File: config.mk
export PLATFORM = sky130hd
export DESIGN_NAME = audio_irq_agg
export DESIGN_NICKNAME = d
export VERILOG_FILES = /design/src/rtl/agg_pkg.sv /design/src/rtl/status_w1c.sv /design/src/rtl/irq_eval.sv /design/src/rtl/audio_irq_agg.sv
export SDC_FILE = /design/constraint.sdc
export NUM_CORES = 1
export LEC_CHECK = 0
export ABC_CLOCK_PERIOD_IN_PS = 3200
export BUFFER_PORTS_ARGS = -buffer_cell sky130_fd_sc_hd__buf_2
export CAP_MARGIN = 15
export CORE_MARGIN = 1
export CORE_UTILIZATION = 50
export CTS_BUF_LIST = sky130_fd_sc_hd__clkbuf_4
export DETAILED_ROUTE_END_ITERATION = 6
export MAX_ROUTING_LAYER = met4
export PLACE_DENSITY = 0.81
export SLEW_MARGIN = 20
export SYNTH_ARGS = -nofsm -noshare
export SYNTH_HDL_FRONTEND = slang
export SYNTH_SLANG_ARGS = --single-unit
File: constraint.sdc
create_clock -name clk -period 3.2 [get_ports clk]
set_input_delay 0.64 -clock clk [delete_from_list [all_inputs] [get_ports clk]]
set_output_delay 0.64 -clock clk [all_outputs]
set_load 0.02 [all_outputs]
File: src/rtl/agg_pkg.sv
// Shared constants for the audio interrupt aggregator: bit positions and the
// register address map. Assumes a 32-bit register port with word addresses.
package agg_pkg;
    localparam int GIE_BIT   = 31;
    localparam int CIE_BIT   = 30;
    localparam int RSP_INT   = 0;
    localparam int RSP_OVR   = 2;
    localparam int STR_DONE  = 2;
    localparam int STR_FIFO  = 3;
    localparam int STR_DESC  = 4;

    localparam logic [7:0] STR_MASK = 8'h1C;
    localparam logic [7:0] RSP_MASK = 8'h05;

    localparam int ADDR_W        = 5;
    localparam int A_GCTL        = 0;
    localparam int A_GSTS        = 1;
    localparam int A_CODEC       = 2;
    localparam int A_RCTL        = 3;
    localparam int A_RSTS        = 4;
    localparam int A_SCTL_BASE   = 8;
    localparam int A_SSTS_BASE   = 16;

    typedef logic [31:0] word_t;
endpackage

File: src/rtl/status_w1c.sv
// Sticky status register with write-1-to-clear. Hardware set pulses win over a
// clear in the same cycle. Bits outside MASK are held at 0. Exposes the
// next-state value so that downstream logic can register from it.
module status_w1c #(
    parameter int         W    = 8,
    parameter logic [W-1:0] MASK = '1
) (
    input  logic         clk,
    input  logic         rst_n,
    input  logic [W-1:0] set_i,
    input  logic         clr_we_i,
    input  logic [W-1:0] clr_data_i,
    output logic [W-1:0] d_o,
    output logic [W-1:0] q_o
);
    logic [W-1:0] clr_bits;

    // Next state: drop cleared bits, then apply set pulses so sets win.
    always_comb begin
        clr_bits = clr_we_i ? clr_data_i : '0;
        d_o      = ((q_o & ~clr_bits) | set_i) & MASK;
    end

    // State register with synchronous reset.
    always_ff @(posedge clk) begin
        if (!rst_n) q_o <= '0;
        else        q_o <= d_o;
    end
endmodule

File: src/rtl/irq_eval.sv
// Combinational evaluation of the global status word and the interrupt level
// from a full set of status and enable values. Assumes NS <= 30.
module irq_eval
    import agg_pkg::*;
#(
    parameter int NS = 8,
    parameter int CW = 16
) (
    input  word_t                gctl_i,
    input  logic [NS-1:0][7:0]   ssts_i,
    input  logic [NS-1:0][7:0]   sctl_i,
    input  logic [7:0]           rsts_i,
    input  logic [7:0]           rctl_i,
    input  logic [CW-1:0]        codec_i,
    output word_t                gsts_o,
    output logic                 irq_o
);
    localparam word_t LINE_MASK = (word_t'(1) << CIE_BIT) | ((word_t'(1) << NS) - word_t'(1));

    logic [NS-1:0] strm_hit;

    // One cause bit per stream: status selected by its own enables.
    for (genvar n = 0; n < NS; n++) begin : g_strm
        assign strm_hit[n] = |(ssts_i[n] & sctl_i[n] & STR_MASK);
    end

    // Assemble the global status word and the gated line level.
    always_comb begin
        gsts_o          = '0;
        gsts_o[NS-1:0]  = strm_hit;
        gsts_o[CIE_BIT] = (|(rsts_i & rctl_i & RSP_MASK)) | (|codec_i);
        gsts_o[GIE_BIT] = |gsts_o[30:0];
        irq_o           = gctl_i[GIE_BIT] & (|(gsts_o & gctl_i & LINE_MASK));
    end
endmodule

File: src/rtl/audio_irq_agg.sv
// Audio controller interrupt aggregator. Holds the global, response-ring,
// codec and per-stream status/control registers, and drives a registered
// interrupt line. Status and the line are both loaded from next-state values,
// so any event or write is reflected at the edge that samples it.
// Assumes NUM_STREAMS <= 8 and NUM_CODECS <= 15.
module audio_irq_agg
    import agg_pkg::*;
#(
    parameter int NUM_STREAMS = 8,
    parameter int NUM_CODECS  = 15
) (
    input  logic                   clk,
    input  logic                   rst_n,
    input  logic [ADDR_W-1:0]      reg_addr,
    input  logic                   reg_we,
    input  logic [31:0]            reg_wdata,
    output logic [31:0]            reg_rdata,
    input  logic [NUM_STREAMS-1:0] ev_buf_done,
    input  logic [NUM_STREAMS-1:0] ev_fifo_err,
    input  logic [NUM_STREAMS-1:0] ev_desc_err,
    input  logic                   ev_resp_wr,
    input  logic                   ev_resp_ovr,
    input  logic [NUM_CODECS-1:0]  ev_codec_chg,
    output logic                   irq_o
);
    localparam int    NS         = NUM_STREAMS;
    localparam int    CW         = 16;
    localparam word_t GCTL_MASK  = (word_t'(3) << CIE_BIT) | ((word_t'(1) << NS) - word_t'(1));
    localparam logic [CW-1:0] CODEC_MASK = CW'((32'h1 << NUM_CODECS) - 32'h1);

    word_t                gctl_q, gctl_d, gsts_q, gsts_d;
    logic [7:0]           rctl_q, rctl_d;
    logic [NS-1:0][7:0]   sctl_q, sctl_d;
    logic [NS-1:0][7:0]   ssts_q, ssts_d;
    logic [7:0]           rsts_q, rsts_d;
    logic [CW-1:0]        codec_q, codec_d;
    logic                 irq_d;

    logic wr_gctl, wr_rctl, wr_rsts, wr_codec;
    assign wr_gctl  = reg_we && (reg_addr == ADDR_W'(A_GCTL));
    assign wr_rctl  = reg_we && (reg_addr == ADDR_W'(A_RCTL));
    assign wr_rsts  = reg_we && (reg_addr == ADDR_W'(A_RSTS));
    assign wr_codec = reg_we && (reg_addr == ADDR_W'(A_CODEC));

    // Next-state of the global and response-ring control registers.
    always_comb begin
        gctl_d = wr_gctl ? (reg_wdata & GCTL_MASK) : gctl_q;
        rctl_d = wr_rctl ? (reg_wdata[7:0] & RSP_MASK) : rctl_q;
    end

    // Response-ring status: response and overrun pulses.
    status_w1c #(.W(8), .MASK(RSP_MASK)) u_rsts (
        .clk        (clk),
        .rst_n      (rst_n),
        .set_i      ({5'b0, ev_resp_ovr, 1'b0, ev_resp_wr}),
        .clr_we_i   (wr_rsts),
        .clr_data_i (reg_wdata[7:0]),
        .d_o        (rsts_d),
        .q_o        (rsts_q)
    );

    // Codec state-change flags, one per codec input.
    status_w1c #(.W(CW), .MASK(CODEC_MASK)) u_codec (
        .clk        (clk),
        .rst_n      (rst_n),
        .set_i      (CW'(ev_codec_chg)),
        .clr_we_i   (wr_codec),
        .clr_data_i (reg_wdata[CW-1:0]),
        .d_o        (codec_d),
        .q_o        (codec_q)
    );

    // Per-stream control and status registers.
    for (genvar n = 0; n < NS; n++) begin : g_stream
        logic wr_ctl, wr_sts;
        assign wr_ctl = reg_we && (reg_addr == ADDR_W'(A_SCTL_BASE + n));
        assign wr_sts = reg_we && (reg_addr == ADDR_W'(A_SSTS_BASE + n));
        assign sctl_d[n] = wr_ctl ? (reg_wdata[7:0] & STR_MASK) : sctl_q[n];

        status_w1c #(.W(8), .MASK(STR_MASK)) u_ssts (
            .clk        (clk),
            .rst_n      (rst_n),
            .set_i      ({3'b0, ev_desc_err[n], ev_fifo_err[n], ev_buf_done[n], 2'b0}),
            .clr_we_i   (wr_sts),
            .clr_data_i (reg_wdata[7:0]),
            .d_o        (ssts_d[n]),
            .q_o        (ssts_q[n])
        );
    end

    // Global status and line level from next-state values.
    irq_eval #(.NS(NS), .CW(CW)) u_eval (
        .gctl_i  (gctl_d),
        .ssts_i  (ssts_d),
        .sctl_i  (sctl_d),
        .rsts_i  (rsts_d),
        .rctl_i  (rctl_d),
        .codec_i (codec_d),
        .gsts_o  (gsts_d),
        .irq_o   (irq_d)
    );

    // Control, global status and line registers.
    always_ff @(posedge clk) begin
        if (!rst_n) begin
            gctl_q <= '0;
            rctl_q <= '0;
            sctl_q <= '0;
            gsts_q <= '0;
            irq_o  <= 1'b0;
        end else begin
            gctl_q <= gctl_d;
            rctl_q <= rctl_d;
            sctl_q <= sctl_d;
            gsts_q <= gsts_d;
            irq_o  <= irq_d;
        end
    end

    // Read multiplexer; unmapped addresses return 0.
    always_comb begin
        reg_rdata = '0;
        case (reg_addr)
            ADDR_W'(A_GCTL):  reg_rdata = gctl_q;
            ADDR_W'(A_GSTS):  reg_rdata = gsts_q;
            ADDR_W'(A_CODEC): reg_rdata = 32'(codec_q);
            ADDR_W'(A_RCTL):  reg_rdata = 32'(rctl_q);
            ADDR_W'(A_RSTS):  reg_rdata = 32'(rsts_q);
            default: begin
                for (int n = 0; n < NS; n++) begin
                    if (reg_addr == ADDR_W'(A_SCTL_BASE + n)) reg_rdata = 32'(sctl_q[n]);
                    if (reg_addr == ADDR_W'(A_SSTS_BASE + n)) reg_rdata = 32'(ssts_q[n]);
                end
            end
        endcase
    end
endmodule

==> impl_metrics.ini <==
[cells_and_area]
final_nets = 750
drive_above_1_share_pct = 26.3
n_antenna_cell = 0
area_growth_syn_to_layout_pct = 19.8
layout_commonest_cell = dfxtp_1
fin_area_mm2 = 0.00559
layout_common_cells = dfxtp_1, nor2_1, buf_2, buf_4

[worst_setup_path]
worstPathRequired_ns = 2.56
start_kind = primary input
cp-startpoint = reg_addr[4]
worstPathMaxFanout = 7
regToRegEndpoint = irq_o$_SDFF_PN0_
arrival_ns = 2.49
end_kind = output pin
ff2ff_setup_slack_ns = 1.13
r2r-start = u_codec.q_o[8]$_SDFF_PN0_
r2r_cells = 4
worstSetupPathType = primary input to output pin

[clock_tree]
clockBufferDepth = 2
root_buffer = clkbuf_4
ctsHoldBuffers = 0
cts.sinks = 88
clock_latency_ns = 0.45
cts_tree = yes
numCtsBuffers = 9
cts-htree-levels = 3
clk_pin_slew_ns = 0.14

[die]
initial_core_util_pct = 52.5
die_w_um = 98.6
dieArea_mm2 = 0.00972
io_pins = 114
die_height_um = 98.6
rows = 34
core-area_mm2 = 0.00889

[routing]
antenna_left = 0
drt_iter0_drc = 342
drc = 0
dr.pass1.iters = 7
num_vias = 4691
wl_per_cell_um = 19.3
avgViaCountPerCell = 6.00
wirelength_um = 15100

[placed_design]
gp_congestion = 0.959
dpl_cell_area_mm2 = 0.00540
dp_hpwl_um = 11300
numPortBuffers = 83

[synth]
synthCells = 570
synth-main-ff-cell = dfxtp_1
synth_edf_count = 0
netlist_area_mm2 = 0.00467
yosysWarningCount = 0
ys_ff_latch = 88
synth.distinct_cells = 59
ys_seq_area_share_pct = 37.7
async_flop_share_pct = 0
avgSynthCellArea_um2 = 8.19

[power_and_ir_drop]
ir_drop_mv = 0.228
p_leak_nw = 2.44
powerDensity_mw_per_mm2 = 395
fin_total_pwr_w = 0.00221

[sta]
fin_crit_sh_pct = 97.9
period_minus_slack_ns = 3.13
final_hold_viol_count = 0
relSlewSlack_pct = 62.4
setup_violations = 0
worstMarginPinSlew_ns = 0.563
slew_viol_final = 0
skew_ns = 0.0195
max_freq_mhz = 319

[hold_path]
hold_start = ev_desc_err[0]
hold_end = g_stream[0].u_ssts.q_o[4]$_SDFF_PN0_
min_path_cells = 3
hold_path.class = primary input to flop

[grt]
grt_overflow = 0
grt_pass1_wl_um = 24200
grt_max_degree = 38
grt_use_total_pct = 33.3
grt_pass1_vias = 4574
antenna_found_initial = 0

[job]
maxCapViolCount = 0

[run_status]
outcome = finished, final reports clean
worst max-delay path: stages:
cell and delay (ns):
clkbuf_4 0.15, buf_12 0.12, nor2b_4 0.05, buf_4 0.13, a22o_1 0.23, a21oi_2 0.16, o21ai_0 0.12, a221o_1 0.42
a32oi_2 0.18, o221ai_2 0.12, buf_4 0.17
how the worst max path moves through the flow:
stage / to / slack (ns) / cells after the start
floorplan: reg_rdata[3] / 0.02 / 10
global placement: gsts_q[31]$_SDFF_PN0_ / -0.16 / 10
detailed placement: irq_o$_SDFF_PN0_ / -0.19 / 10
CTS: reg_rdata[2] / 0.04 / 10
global route: reg_rdata[4] / -0.01 / 10
finish: reg_rdata[4] / 0.07 / 11
synthesized netlist by cell type (6+ instances only):
cell type  instances  area share (%)
inv_1              6            0.48
nand2b_1          10             1.3
o21ai_0           24             2.6
mux2_2            10             2.4
nand3_1           26             2.8
a21o_1            16             2.6
dfxtp_1           88              38
buf_1              6            0.48
and3_1             7            0.94
nor2_1            85             6.8
buf_4             16             2.6
nand2_1           27             2.2
a22oi_1            6            0.97
mux2i_1           33             7.1
o22ai_1            6            0.80
a21oi_1           40             4.3
and2_1            39             5.2
clkbuf_1          36             2.9
nor3_1             6            0.64
flip-flops by register name, summed over array words and instances, names as in the netlist:
name and count:
rctl_q 2, gctl_q 10, u_codec.q_o 15, gsts_q 10, g_stream.u_ssts.q_o 24, sctl_q 24, irq_o 1, u_rsts.q_o 2
power by group:
part           internal [W]  switching, W
sequential          0.00114     0.0000242
clock              0.000250      0.000411
combinational      0.000158      0.000227
per-layer routing:
layer	track usage, %	part of all wire (%)	wire length [um]	vias up
met5	-	0	0	-
met4	13.8	3.6	542	0
met3	5.67	8.3	1250	44
met2	52.9	47	7030	263
met1	42.0	42	6270	2192
li1	-	-	-	2192
per-stage QoR:
step | setup slack, ns | util (%) | instances | TNS (ns) | hold slack (ns)
floorplan | 0.0192 | - | 584 | 0 | 0.452
global route | -0.0100 | 62.9 | 782 | -0.0100 | 0.380
detailed placement | -0.189 | 60.7 | 766 | -0.386 | 0.499
CTS | 0.0354 | 62.4 | 782 | 0 | 0.379
global placement | -0.159 | 60.7 | 766 | -0.321 | 0.466
finish | 0.0667 | 62.9 | 782 | 0 | 0.407
layout make-up:
| class | count | area [um2] |
|---|---|---|
| Clock buffer | 10 | 75.1 |
| Clock inverter | 6 | 66.3 |
| Fill cell | 803 | 3300 |
| Inverter | 7 | 26.3 |
| Multi-Input combinational cell | 429 | 2700 |
| Sequential cell | 88 | 1760 |
| Tap cell | 108 | 135 |
| Timing Repair Buffer | 134 | 828 |
what timing repair did:
| item | CTS | global route |
|---|---|---|
| pin swaps | 0 | 3 |
| resized for setup | 2 | 10 |
| endpoints found under the setup margin | 2 | 3 |
| buffers inserted | 0 | 0 |
cells by family (layout without fill, tap and decap cells):
logic type,count (synthesis),in the layout,share of synthesized area [%]
AOI/OAI and AO/OA,139,139,20.2
buffers and inverters,67,157,6.73
DFF,88,88,37.7
muxes,44,44,9.97
other,1,15,0.0804
and+or+nand+nor,231,231,25.3
Power figures use the tool's default switching activity.
